<file path="config.mk">
export PLATFORM = sky130hd
export DESIGN_NAME = dmahs_top
export DESIGN_NICKNAME = d
export VERILOG_FILES = /design/src/rtl/dmahs_pkg.sv /design/src/rtl/dmahs_sync.sv /design/src/rtl/dmahs_chan.sv /design/src/rtl/dmahs_strobe.sv /design/src/rtl/dmahs_top.sv
export SDC_FILE = /design/constraint.sdc
export NUM_CORES = 1
export LEC_CHECK = 0
export CORE_MARGIN = 4
export CORE_UTILIZATION = 33
export CTS_BUF_LIST = sky130_fd_sc_hd__clkbuf_4 sky130_fd_sc_hd__clkbuf_8
export DETAILED_ROUTE_END_ITERATION = 8
export MAX_ROUTING_LAYER = met4
export PLACE_DENSITY_LB_ADDON = 0.2
export RECOVER_POWER = 100
export SYNTH_ARGS = -nofsm -noshare
export SYNTH_HDL_FRONTEND = slang
export SYNTH_HIERARCHICAL = 1
export SYNTH_SLANG_ARGS = --single-unit
</file>
<file path="constraint.sdc">
create_clock -name clk -period 1.2 [get_ports clk]
set_input_delay 0.12 -clock clk [delete_from_list [all_inputs] [get_ports clk]]
set_output_delay 0.12 -clock clk [all_outputs]
set_load 0.02 [all_outputs]
</file>
<file path="src/rtl/dmahs_pkg.sv">
package dmahs_pkg;

    typedef enum logic [1:0] {
        CH_IDLE   = 2'd0,
        CH_LAUNCH = 2'd1,
        CH_BUSY   = 2'd2
    } ch_state_e;

endpackage

</file>
<file path="src/rtl/dmahs_sync.sv">
module dmahs_sync #(
    parameter int STAGES = 2
) (
    input  logic clk,
    input  logic rst_n,
    input  logic d,
    output logic q
);
    logic [STAGES-1:0] pipe;

    always_ff @(posedge clk or negedge rst_n) begin
        if (!rst_n) pipe <= '0;
        else        pipe <= {pipe[STAGES-2:0], d};
    end

    assign q = pipe[STAGES-1];
endmodule

</file>
<file path="src/rtl/dmahs_chan.sv">
module dmahs_chan
    import dmahs_pkg::*;
#(
    parameter int STABLE_CYC = 3
) (
    input  logic clk,
    input  logic rst_n,
    input  logic level_s,
    input  logic demand,
    input  logic rise_sel,
    input  logic fin,
    output logic start,
    output logic busy
);
    localparam int CNT_W = $clog2(STABLE_CYC + 1);
    localparam logic [CNT_W-1:0] CNT_TOP = CNT_W'(STABLE_CYC - 1);

    logic             filt;
    logic [CNT_W-1:0] cnt;
    logic             evt_rise, evt_fall;
    logic             trigger;
    ch_state_e        state_q, state_d;

    // stability filter: a new level must persist STABLE_CYC samples
    always_ff @(posedge clk or negedge rst_n) begin
        if (!rst_n) begin
            filt     <= 1'b0;
            cnt      <= '0;
            evt_rise <= 1'b0;
            evt_fall <= 1'b0;
        end else begin
            evt_rise <= 1'b0;
            evt_fall <= 1'b0;
            if (level_s == filt) begin
                cnt <= '0;
            end else if (cnt == CNT_TOP) begin
                filt     <= level_s;
                cnt      <= '0;
                evt_rise <= level_s;
                evt_fall <= ~level_s;
            end else begin
                cnt <= cnt + 1'b1;
            end
        end
    end

    assign trigger = demand ? filt : (rise_sel ? evt_rise : evt_fall);

    // state register
    always_ff @(posedge clk or negedge rst_n) begin
        if (!rst_n) state_q <= CH_IDLE;
        else        state_q <= state_d;
    end

    // next state and outputs
    always_comb begin
        state_d = state_q;
        start   = 1'b0;
        busy    = 1'b0;
        unique case (state_q)
            CH_IDLE: begin
                if (trigger) state_d = CH_LAUNCH;
            end
            CH_LAUNCH: begin
                start   = 1'b1;
                state_d = CH_BUSY;
            end
            CH_BUSY: begin
                busy = 1'b1;
                if (fin) state_d = CH_IDLE;
            end
            default: state_d = CH_IDLE;
        endcase
    end
endmodule

</file>
<file path="src/rtl/dmahs_strobe.sv">
module dmahs_strobe (
    input  logic clk,
    input  logic rst_n,
    input  logic busy,
    input  logic acc,
    input  logic last,
    input  logic wr,
    input  logic flyby,
    input  logic io2mem,
    output logic fin,
    output logic dack_n,
    output logic deop_n,
    output logic iord_n,
    output logic iowr_n
);
    logic hit;

    assign hit = busy & acc;
    assign fin = hit & last & (flyby | wr);

    always_ff @(posedge clk or negedge rst_n) begin
        if (!rst_n) begin
            dack_n <= 1'b1;
            deop_n <= 1'b1;
            iord_n <= 1'b1;
            iowr_n <= 1'b1;
        end else begin
            dack_n <= ~hit;
            deop_n <= ~fin;
            iord_n <= ~(hit & flyby & io2mem);
            iowr_n <= ~(hit & flyby & ~io2mem);
        end
    end
endmodule

</file>
<file path="src/rtl/dmahs_top.sv">
module dmahs_top #(
    parameter int NCH         = 4,
    parameter int SYNC_STAGES = 2,
    parameter int STABLE_CYC  = 3
) (
    input  logic           clk,
    input  logic           rst_n,
    input  logic [NCH-1:0] cfg_pin_en,
    input  logic [NCH-1:0] cfg_demand,
    input  logic [NCH-1:0] cfg_rise,
    input  logic [NCH-1:0] cfg_flyby,
    input  logic [NCH-1:0] cfg_io2mem,
    input  logic [NCH-1:0] dreq_pin,
    output logic [NCH-1:0] seq_start,
    input  logic [NCH-1:0] seq_acc,
    input  logic [NCH-1:0] seq_last,
    input  logic [NCH-1:0] seq_wr,
    output logic [NCH-1:0] dack_n,
    output logic [NCH-1:0] deop_n,
    output logic [NCH-1:0] iord_n,
    output logic [NCH-1:0] iowr_n
);
    logic [NCH-1:0] level_s, busy, fin;

    for (genvar g = 0; g < NCH; g++) begin : g_ch
        dmahs_sync #(.STAGES(SYNC_STAGES)) u_sync (
            .clk   (clk),
            .rst_n (rst_n),
            .d     (dreq_pin[g] & cfg_pin_en[g]),
            .q     (level_s[g])
        );

        dmahs_chan #(.STABLE_CYC(STABLE_CYC)) u_chan (
            .clk      (clk),
            .rst_n    (rst_n),
            .level_s  (level_s[g]),
            .demand   (cfg_demand[g]),
            .rise_sel (cfg_rise[g]),
            .fin      (fin[g]),
            .start    (seq_start[g]),
            .busy     (busy[g])
        );

        dmahs_strobe u_strobe (
            .clk    (clk),
            .rst_n  (rst_n),
            .busy   (busy[g]),
            .acc    (seq_acc[g]),
            .last   (seq_last[g]),
            .wr     (seq_wr[g]),
            .flyby  (cfg_flyby[g]),
            .io2mem (cfg_io2mem[g]),
            .fin    (fin[g]),
            .dack_n (dack_n[g]),
            .deop_n (deop_n[g]),
            .iord_n (iord_n[g]),
            .iowr_n (iowr_n[g])
        );
    end
endmodule

</file>
# == After elaboration in Yosys (flattened, before gate mapping) ==
# Index checks and enable logic that the tools add are counted.
# op_classes
addsub,4
n_mul,0
n_div,0
magnitude_cmp,0
eq_ne,24
shifts,0
mux,52
bitwise,60
reduce_logical,12
# op_table
op,count
$mux W1,32
$mux W2,16
$and A1 B1 Y1,28
$not A1 Y1,28
$pmux W2 S3,4
$eq A2 B2 Y1 const B,8
$ne A2 B1 Y1 const B,8
$reduce_and A2 Y1,8
$add A2 B1 Y2 const B,4
$eq A2 B1 Y1 const B,4
$logic_not A2 Y1,4
$eq A1 B1 Y1,4
$or A1 B1 Y1,4
# word_totals
regBits,52
latch_bits,0
mem_bits_rw,0
rom_bits,0
in_bits,38
output_inout_bits,20
word_cells,192
mem_count,0

# == Depth between registers and ports, before layout ==
# Gate-level depths: netlist of run 1.
# logic_depth
depth_word,7
mapped_depth,4
depth_no_buf,4

# == Modules after synthesis ==
# The synthesis of run 1 kept the hierarchy.
# by_module_without_submodules
module,instances,cells_per_inst,area_per_inst_um2,seq_area_each_um2
dmahs_chan,4,22,292.8,175.2
dmahs_strobe,4,9,143.9,105.1
dmahs_sync,4,2,50.0,50.0
dmahs_top,1,4,25.0,0.0

# == Worst setup path before layout of run 1 ==
# No wires, ideal clock.
# synth_timing
path_kind,reg2reg
from,reg g_ch[0].u_chan.state_q[0]
to,reg g_ch[0].u_chan.state_q[1]
setup_ns,0.118
arrival_time_ns,1.023
t_required_ns,1.082
setup_slack_ns,0.058
path_stages_with_launch,5
n_path_buf,0
synth_period_minus_slack_ns,1.142
cell_sequence,dfrtp_1 > nor2b_1 > o2111a_1 > inv_1 > a21o_1
# synth_via
elab_chain_len,7
word_cells_on_any_way,11
classes_between,eq/ne (4); mux (2); bitwise (3); reduce/logical (2)
# synth_rtl
element,line_no,rtl
"start, declared",dmahs_chan.sv:22,"ch_state_e state_q, state_d;"
"start signal, assigned",dmahs_chan.sv:52,else state_q <= state_d;
$eq A2 B2 Y1,dmahs_chan.sv:60,unique case (state_q)
$mux W1,dmahs_chan.sv:60,
via busy[0],dmahs_top.sv:23,"logic [NCH-1:0] level_s, busy, fin;"
$and A1 B1 Y1,dmahs_strobe.sv:18,assign hit = busy & acc;
$and A1 B1 Y1 (2 in series),dmahs_strobe.sv:19,assign fin = hit & last & (flyby | wr);
via fin[0],dmahs_top.sv:23,
$ne A2 B1 Y1 (no line),-,
$reduce_and A2 Y1 (no line),-,
# The timed path passes the listed nets, and every way through them passes these cells.
# A chain may end at the register's enable or synchronous reset.

# == Worst setup path after layout of run 1 ==
# layout_timing
from,reg g_ch[3].u_chan.state_q[0]
to,out seq_start[3]
# layout_via
elab_chain_len,2
# layout_rtl
element,line_no,rtl
"start, declared",dmahs_chan.sv:22,
"start signal, assigned",dmahs_chan.sv:52,
$eq A2 B1 Y1,dmahs_chan.sv:60,
$mux W1,dmahs_chan.sv:60,
"end, declared",dmahs_top.sv:14,"output logic [NCH-1:0] seq_start,"
# No other way between the ends.

==> results of run 1 <==
==> cell usage after synthesis, drive strengths merged <==
cell type,instances
nor3,4
nor2b,16
mux2i,4
o2111ai,4
dfstp,16
nand2,4
and3b,8
dfrtp,36
nand4,4
a2111oi,4
nor3b,4
nand4b,4
inv,8
o2111a,4
xnor2,4
a21o,4
and2,4
mux2,4
==> through the flow <==
step / util (%) / hold slack, ps / setup TNS, ps
floorplan: - / -175.6 / 0
global placement: 49.46 / 126.8 / -456.9
detailed placement: 49.46 / 128.8 / -603.6
CTS: 50.06 / 343.1 / 0
global route: 48.95 / 332.9 / -197.9
finish: 48.95 / 357.4 / 0
==> kinds of logic (layout without fill, tap and decap cells) <==
logic type	count (synthesis)	after routing	synth area share, %
AOI/OAI and AO/OA	16	16	8.629
xor gates and xnor gates	4	4	1.776
buffers and inverters	8	94	1.523
DFF	52	52	67.00
muxes	8	8	4.315
and+or+nand+nor	48	48	16.75
==> where the power goes <==
group	internal [uW]	leakage [uW]	switching [uW]
registers	2150	0.000644	228
logic	706	0.000572	595
clock network	617	0.0000541	548
==> state kept, by name (all words and copies together), names as in the netlist <==
signal,cells
g_ch.u_chan/cnt,8
g_ch.u_chan/state_q,8
g_ch.u_sync/pipe,8
g_ch.u_chan/evt_fall,4
g_ch.u_chan/evt_rise,4
g_ch.u_chan/filt,4
g_ch.u_strobe/dack_n,4
g_ch.u_strobe/deop_n,4
g_ch.u_strobe/iord_n,4
g_ch.u_strobe/iowr_n,4
==> what timing repair did <==
item,in CTS,in global routing
hold endpoints to repair,36,0
endpoints found under the setup margin,20,9
resized for setup,78,8
hold buffers,1,0
==> metal layers <==
| layer | GRT usage [%] | share of wire (%) | vias up | routed length, um |
|---|---|---|---|---|
| li1 | - | - | 653 | - |
| met4 | 3.885 | 1.3 | 0 | 51 |
| met5 | - | 0 | - | 0 |
| met1 | 12.75 | 42 | 649 | 1576 |
| met2 | 18.64 | 51 | 33 | 1926 |
| met3 | 4.175 | 6.4 | 5 | 242 |
==> worst max-delay path, stage by stage, from the launching register on <==
cell,delay (ps)
dfrtp_1,390
nor2b_1,180
buf_2,190
==> path summary, 6_finish.rpt <==
kind | depth (start not counted) | slack (ps) | endpoint | start
setup reg to reg | 5 | 40 | g_ch[2].u_chan/state_q[1] | g_ch[2].u_chan/state_q[0]
setup / recovery | 2 | 20 | seq_start[3] | g_ch[3].u_chan/state_q[0]
hold reg to reg | 0 | 360 | g_ch[1].u_sync/pipe[1] | g_ch[1].u_sync/pipe[0]
max in group asynchronous | 3 | 230 | g_ch[0].u_chan/state_q[1] | rst_n
min in group asynchronous | 3 | 510 | g_ch[2].u_chan/cnt[0] | rst_n
hold / removal | 2 | 360 | g_ch[3].u_strobe/iord_n | cfg_io2mem[3]
==> layout make-up <==
class                   count  area, um2
multi-input cells          76      594.3
well taps                  72      90.09
fillers                   511       2880
inverters                   8      30.03
clock buffers               5      68.82
flip-flops and latches     52       1321
repair buffers             78      614.3
clock inverters             3      42.54
==> summary.txt, run 1 <==
Floorplanning
  – Core area: between 5000 and 6000 um2
  – Io pins: 58
  – Initial Util: between 30% and 40%
  – Num rows: 27
  – Die area: approximately 7300 um2
  – Chip Width: approximately 85 um
  – Die Y: between 80 and 90 um

Final layout
  – Nets: between 200 and 300
  – Post-Layout Inst Area: about 2800 um2
  – P&R area growth vs syn: 40.04%
  – Most frequent cells in the layout: 36 x dfrtp_1, 33 x clkdlybuf4s50_1, 16 x dfstp_2, 16 x clkbuf_2, 15 x nor2b_1
  – Commonest non-fill, non-tap cell in the layout: dfrtp_1
  – Diodes inserted: 0
  – Finished Layout Cells: around 300
  – Share of cells above drive strength 1: a little under a third

Job
  – Total of max-cap violations: 0

Placed design
  – Number of port buffers: 57
  – DP Area: between 2000 and 3000 um2
  – Worst slack at placement: -86.58 ps
  – Cells after DPL: between 200 and 300
  – HPWL Detailed: slightly below 3000 um
  – Routability cong.: 0.8724

Worst setup path
  – Crit. End Element: output port
  – Max FO, Critical Path: 3
  – Worst Setup Start Kind: flip-flop
  – Setup Crit Path Kind: flip-flop to output port
  – Arr. time, crit path: between 1000 and 1500 ps
  – Critical Path RT: around 1100 ps

Global route
  – Initial antenna violation count: 0
  – GRT overflow: 0
  – First-pass GRT wire length: ~6300 um
  – Vias in the first global route: between 1000 and 1500
  – GRT Total Usage: a little under an eighth
  – Largest net degree at the start of global routing: between 50 and 60

Power and ir drop
  – VDD IR max: about 0.65 mV
  – Final total power: around 4800 uW
  – PD cells: ~1800 nW/um2
  – Leak pwr: around 0.0013 uW

STA
  – Final Hold Viols: 0
  – Minimum clock period: about 1200 ps
  – Max-slew violations: 0
  – Rel. slew slack: approximately 55%
  – Worst Tran Pin Value: ~680 ps
  – Final count of negative-setup-slack endpoints: 0
  – Skew final: roughly 10 ps
  – FMAX: around 850 MHz
  – Final Cycle Share: 98.02%
  – RSZ-0062 raised after global routing: true
  – Setup WS post-layout: about 24 ps

Clock tree
  – Worst skew pair latency: around 300 ps
  – Bufs on Longest Clock Path: 2
  – H-tree levels: 2
  – Clk slew on worst S/H paths: roughly 90 ps
  – CTS buffer count: 5
  – Setup Fix Bufs, Post-CTS: 0
  – CTS sink count: between 50 and 60
  – CTS root buf: clkbuf_8
  – TritonCTS clock tree: built

Logic synthesis
  – Yosys top cell area share: roughly 46%
  – Yosys warnings: 6
  – Yosys reg bits: 52
  – Top cells by area, synth: dfrtp_1 46%, dfstp_2 21%, nor2b_1 3.8%
  – Post-synthesis net count: about 170
  – Synth unique cells: 19
  – Post-synthesis area per instance: 14.50 um2
  – Sequential share of the synthesized area: roughly two thirds
  – Post-Syn Area: a little under 2000 um2
  – Cell taking the most area after synthesis: dfrtp_1
  – Syn Inst Count: around 140

Routing
  – Vias: about 1300
  – DR pass1 iterations: 4
  – Final ANT Viol Nets: 0
  – Final wirelength: approximately 3800 um
  – DRT iter0 DRCs: 36
  – Routed len/inst: ~13 um
  – DRC: 0
  – Vias/cell: between 4 and 5

Status
  – Status: finished clean

Hold path
  – Min-delay worst type: input port to flip-flop
No activity file was read; power rests on OpenSTA's default activity.
==> run 2: changes to the inputs <==
- PLACE_DENSITY_LB_ADDON: 0.2 -> default
==> run 2 against run 1 <==
  * Final cell count decreased by 0.68%
  * Register-to-register slack improved by 40 ps
  * Power decreased by 1.2%
  * Largest cell class unchanged
  * Via count increased by 0.52%
  * Sequential power about the same
  * Critical endpoint is now seq_start[1]
  * Global-route usage decreased by 0.90 points
==> summary.txt, run 2 (synthesized netlist as in run 1, its figures left out) <==
Status
  – Status: finished clean

Routing
  – DRT iter0 DRCs: 48
  – Final ANT Viol Nets: 0
  – Final wirelength: roughly 3600 um
  – Vias: 1347
  – DRC: 0
  – Vias/cell: around 4.6
  – DR pass1 iterations: 2
  – Routed len/inst: approximately 12 um

Worst setup path
  – Slowest CP cell: dfrtp_1
  – Setup Crit Path Kind: flip-flop to output port
  – Worst Setup Start Kind: flip-flop
  – CP cell instances: nor2b_2 > buf_4
  – Crit. End Element: output port
  – Arr. time, crit path: ~1000 ps
  – Worst path max stage delay: 400 ps
  – Max FO, Critical Path: 2
  – Critical Path RT: between 1000 and 1500 ps

STA
  – Rel. slew slack: between 50% and 60%
  – Max-slew violations: 0
  – Setup WS post-layout: ~55 ps
  – FMAX: approximately 870 MHz
  – Skew final: ~6 ps
  – Minimum clock period: between 1000 and 1500 ps
  – Final count of negative-setup-slack endpoints: 0
  – Final TNS setup: 0 ps
  – Final Hold Viols: 0
  – Worst Tran Pin Value: ~660 ps
  – Final Cycle Share: between 90 and 100%

Final layout
  – Most frequent cells in the layout: 36 x dfrtp_1, 33 x clkdlybuf4s50_1, 20 x buf_2
  – Multi-input logic area: 630.6 um2
  – Post-Layout Inst Area: about 2800 um2
  – Sequential Area: 1321 um2
  – Nets: roughly 260
  – Finished Layout Cells: 292
  – Commonest non-fill, non-tap cell in the layout: dfrtp_1
  – P&R area growth vs syn: 40.67%
  – Largest regs: g_ch.u_chan/cnt (8), g_ch.u_chan/state_q (8), g_ch.u_sync/pipe (8)
  – Diodes inserted: 0
  – Share of cells above drive strength 1: between 30% and 40%
  – Fillers: 520

Global route
  – Initial antenna violation count: 0
  – First-pass GRT wire length: 5940 um
  – GRT Total Usage: around a tenth
  – Vias in the first global route: 1312
  – GRT overflow: 0
  – Largest net degree at the start of global routing: 53

Floorplanning
  – Chip Width: 85.30 um
  – Core area: 5642 um2
  – Die area: between 7000 and 8000 um2
  – Num rows: 27
  – Io pins: between 50 and 60
  – Initial Util: around a third
  – Die Y: around 85 um

Clock tree
  – Worst skew pair latency: about 300 ps
  – CTS buffer count: 5
  – CTS sink count: 52
  – Bufs on Longest Clock Path: 2
  – H-tree levels: 2
  – Clk slew on worst S/H paths: 90 ps
  – TritonCTS clock tree: built
  – CTS root buf: clkbuf_8

Placed design
  – HPWL Detailed: approximately 2800 um
  – Cells after DPL: between 200 and 300
  – Worst slack at placement: -97.34 ps
  – DP Area: 2775 um2
  – Routability cong.: slightly below 0.8
  – Number of port buffers: 57

Power and ir drop
  – VDD IR max: about 0.9 mV
  – PD cells: 1726 nW/um2
  – Leak pwr: about 0.0013 uW
  – Final total power: ~4800 uW

Job
  – Total of max-cap violations: 0

Hold path
  – Min-delay worst type: input port to flip-flop
-- run 2: cell count changes in the layout (fill, tap and decap cells not counted), sizes merged --
| cell | delta |
|---|---|
| bufinv | -1 |
| buf | +19 |
| clkbuf | -20 |
| clkinv | +1 |
| clkinvlp | -1 |
-- run 2: where the power goes --
part           leakage (uW)  switching [uW]  internal [uW]
Clock             0.0000510             546            461
Sequential         0.000644             220           2150
Combinational      0.000561             628            780
Total               0.00126            1390           3390
-- run 2: worst max-delay path: cells and delay by family (launching register included) --
kind                   cells  cell delay [ps]
buffers and inverters      1              160
and+or+nand+nor            1              160
DFF                        1              400
-- run 2: repair_timing --
item                                    CTS  global route
cloned                                    0             0
hold buffers                              1             0
hold endpoints to repair                 36             0
buffers inserted                          0             0
endpoints found under the setup margin   20             6
gates resized for setup                  80             8
-- run 2: final cells by class --
cell class / instances / share of cell area, %
clock buffer: 6 / 2.977
multi-input combinational: 76 / 22.73
inverter: 8 / 1.083
tap: 72 / 3.248
timing repair buffer: 76 / 21.97
sequential: 52 / 47.63
clock inverter: 2 / 0.3608
-- run 2: metrics by stage --
step                      util, %  hold WS (ps)
after global routing        49.17         341.5
after CTS                   49.23         327.9
final                       49.17         337.2
after global placement      49.19         125.1
after detailed placement    49.19         131.3
after floorplan                 -        -175.6
-- run 2: worst paths after layout --
kind	slack [ps]	depth (start not counted)	from	endpoint
max in group asynchronous	280	3	rst_n	g_ch[0].u_chan/evt_rise
worst min register to register	350	0	g_ch[0].u_sync/pipe[0]	g_ch[0].u_sync/pipe[1]
worst min-delay path	340	2	cfg_io2mem[3]	g_ch[3].u_strobe/iord_n
worst max-delay path	60	2	g_ch[1].u_chan/state_q[1]	seq_start[1]
min in group asynchronous	490	3	rst_n	g_ch[1].u_chan/cnt[0]
worst max register to register	80	5	g_ch[2].u_chan/state_q[0]	g_ch[2].u_chan/state_q[1]
-- run 2: per-layer routing --
metal / vias up / part of all wire (%) / track usage (%)
met1: 660 / 40 / 11.96
met4: 0 / 1.8 / 4.748
met5: - / 0 / -
met2: 28 / 53 / 17.02
met3: 8 / 4.9 / 2.913
li1: 651 / - / -
==> run 3: changes to the inputs <==
--- a/config.mk
+++ b/config.mk
@@ -11,5 +11,7 @@
 export DETAILED_ROUTE_END_ITERATION = 8
 export MAX_ROUTING_LAYER = met4
+export PLACE_DENSITY = 0.63
 export RECOVER_POWER = 100
+export REMOVE_ABC_BUFFERS = 1
 export SYNTH_ARGS = -nofsm -noshare
 export SYNTH_HDL_FRONTEND = slang
==> constraint.sdc (replaced) <==
create_clock -name clk -period 1.2 [get_ports clk]
set_input_delay 0.12 -clock clk [delete_from_list [all_inputs] [get_ports clk]]
set_output_delay 0.12 -clock clk [all_outputs]
set_load 0.1 [all_outputs]
==> run 3 against run 2 <==
  * Register-to-register slack got worse by 20 ps
  * First-iteration DRC count decreased by 58%
  * Flip-flop and latch count unchanged
  * Highest routed layer unchanged
  * The run now ends with negative setup slack left
==> summary.txt, run 3 (synthesized netlist as in run 1, its figures left out) <==
Power and ir drop
  – PD cells: roughly 1900 nW/um2
  – Switching share of power: between 30 and 40%
  – P_int: 3910 uW
  – Psw: 2173 uW
  – Final total power: around 6100 uW
  – Leak pwr: around 0.0014 uW
  – Reg power frac: between 40% and 50%
  – VDD IR max: about 0.87 mV
  – Clock share of power: ~20%
  – Logic pwr share: 39.7%

Floorplanning
  – Num rows: 27
  – Initial Util: between 30% and 40%
  – Core area: 5642 um2
  – Die area: between 7000 and 8000 um2
  – Chip Width: 85.30 um
  – Io pins: 58
  – Die Y: roughly 85 um

STA
  – Final Hold Viols: 0
  – Minimum clock period: roughly 1200 ps
  – RSZ-0062 raised after global routing: true
  – Rel. slew slack: roughly half
  – Final Cycle Share: 101.7%
  – Final count of negative-setup-slack endpoints: 4
  – Max-slew violations: 0
  – Worst Tran Pin Value: roughly 740 ps
  – FMAX: slightly above 800 MHz
  – Final TNS setup: -37.81 ps
  – Setup WS post-layout: -20.97 ps
  – Skew final: 5.614 ps

Routing
  – Final ANT Viol Nets: 0
  – DR pass1 iterations: 4
  – DRT iter0 DRCs: 20
  – Routed len/inst: 12.83 um
  – DRC: 0
  – Vias: roughly 1400
  – Final wirelength: around 3800 um
  – Vias/cell: between 4 and 5

Clock tree
  – CTS sink count: 52
  – TritonCTS clock tree: built
  – H-tree levels: 2
  – Bufs on Longest Clock Path: 2
  – CTS root buf: clkbuf_8
  – CTS buffer count: 5
  – Worst skew pair latency: approximately 300 ps
  – Clk slew on worst S/H paths: around 90 ps

Worst setup path
  – Arr. time, crit path: approximately 1100 ps
  – Slowest CP cell: dfrtp_1
  – Setup Crit Path Kind: flip-flop to output port
  – Critical Path RT: between 1000 and 1500 ps
  – Max FO, Critical Path: 3
  – Crit. End Element: output port
  – Worst Setup Start Kind: flip-flop
  – CP cell instances: nor2b_4 > buf_12
  – Worst path max stage delay: 410 ps

Status
  – Status: finished, violations left
  – Failing checks: negative setup slack

Hold path
  – Min-delay worst type: input port to flip-flop

Global route
  – Vias in the first global route: 1379
  – GRT Total Usage: a little over a tenth
  – Initial antenna violation count: 0
  – GRT overflow: 0
  – First-pass GRT wire length: 6147 um
  – Largest net degree at the start of global routing: 23

Final layout
  – Nets: 260
  – Diodes inserted: 0
  – Fillers: about 440
  – Sequential Area: roughly 1300 um2
  – Post-Layout Inst Area: about 3200 um2
  – P&R area growth vs syn: 59.90%
  – Largest regs: g_ch.u_chan/cnt (8), g_ch.u_chan/state_q (8), g_ch.u_sync/pipe (8)
  – Multi-input logic area: approximately 660 um2
  – Most frequent cells in the layout: 36 x dfrtp_1, 36 x clkdlybuf4s50_1, 21 x buf_12
  – Share of cells above drive strength 1: 34.98%

Placed design
  – Routability cong.: 0.6949
  – HPWL Detailed: ~2900 um
  – DP Area: a little under 3000 um2
  – Number of port buffers: 57

Job
  – Total of max-cap violations: 0
[run 3: cell types whose count changed in the layout (fill, tap and decap cells not counted), sizes merged]
cell           delta
buf               +2
bufinv            +1
clkdlybuf4s50     +3
dlygate4sd3       -3
[run 3: layer usage]
metal  vias to the layer above  GRT usage (%)  wire (um)
li1                        659              -          -
met1                       694          12.15       1476
met2                        35          18.86       2056
met3                         4          2.913        202
met4                         0          3.453         50
met5                         -              -          0
[run 3: final cells by class]
type | count | area share (%)
sequential | 52 | 41.90
timing repair buffer | 79 | 29.72
multi-input combinational | 76 | 20.87
tap | 72 | 2.857
clock buffer | 5 | 2.183
clock inverter | 3 | 1.508
inverter | 8 | 0.9524
[run 3: power groups by stage]
stage                     clock, uW  combinational (uW)  sequential [uW]
final                          1190                2420             2480
after global routing           1300                2550             2530
after CTS                      1240                2410             2480
after detailed placement          0                2190             2520
after global placement            0                2170             2510
after floorplan                   0                 850             2930
[run 3: through the flow]
step                      setup WS, ps  hold WS, ps  utilization [%]  cells
final                           -20.97        349.3            55.89    295
after detailed placement         22.38        32.87            52.07    278
after CTS                       -21.35        231.5            55.91    295
after global placement           73.50        31.12            52.07    278
after global routing            -78.93        356.9            55.89    295
after floorplan                 -756.7       -175.6                -    136
[run 3: what timing repair did]
action	4_1_cts	5_1_grt
resized for setup	8	5
gates cloned	0	0
endpoints found under the setup margin	4	8
endpoints found under the hold margin	22	0
setup buffers	8	0
hold buffers	1	0
[run 3: worst max-delay path: cells and delay by family (launching register included)]
kind	cells	cell delay (ps)
simple gates	1	210
flops	1	410
buf+inv	1	180
[run 3: path summary, 6_finish.rpt]
kind	startpoint	to	slack (ps)	cells after the start
setup / recovery	g_ch[0].u_chan/state_q[0]	seq_start[0]	-20	2
hold / removal	cfg_io2mem[3]	g_ch[3].u_strobe/iord_n	350	2
setup reg to reg	g_ch[2].u_chan/state_q[0]	g_ch[2].u_chan/state_q[1]	60	5
hold reg to reg	g_ch[1].u_sync/pipe[0]	g_ch[1].u_sync/pipe[1]	350	0
max in group asynchronous	rst_n	g_ch[0].u_sync/pipe[0]	90	3
min in group asynchronous	rst_n	g_ch[1].u_chan/state_q[0]	390	2
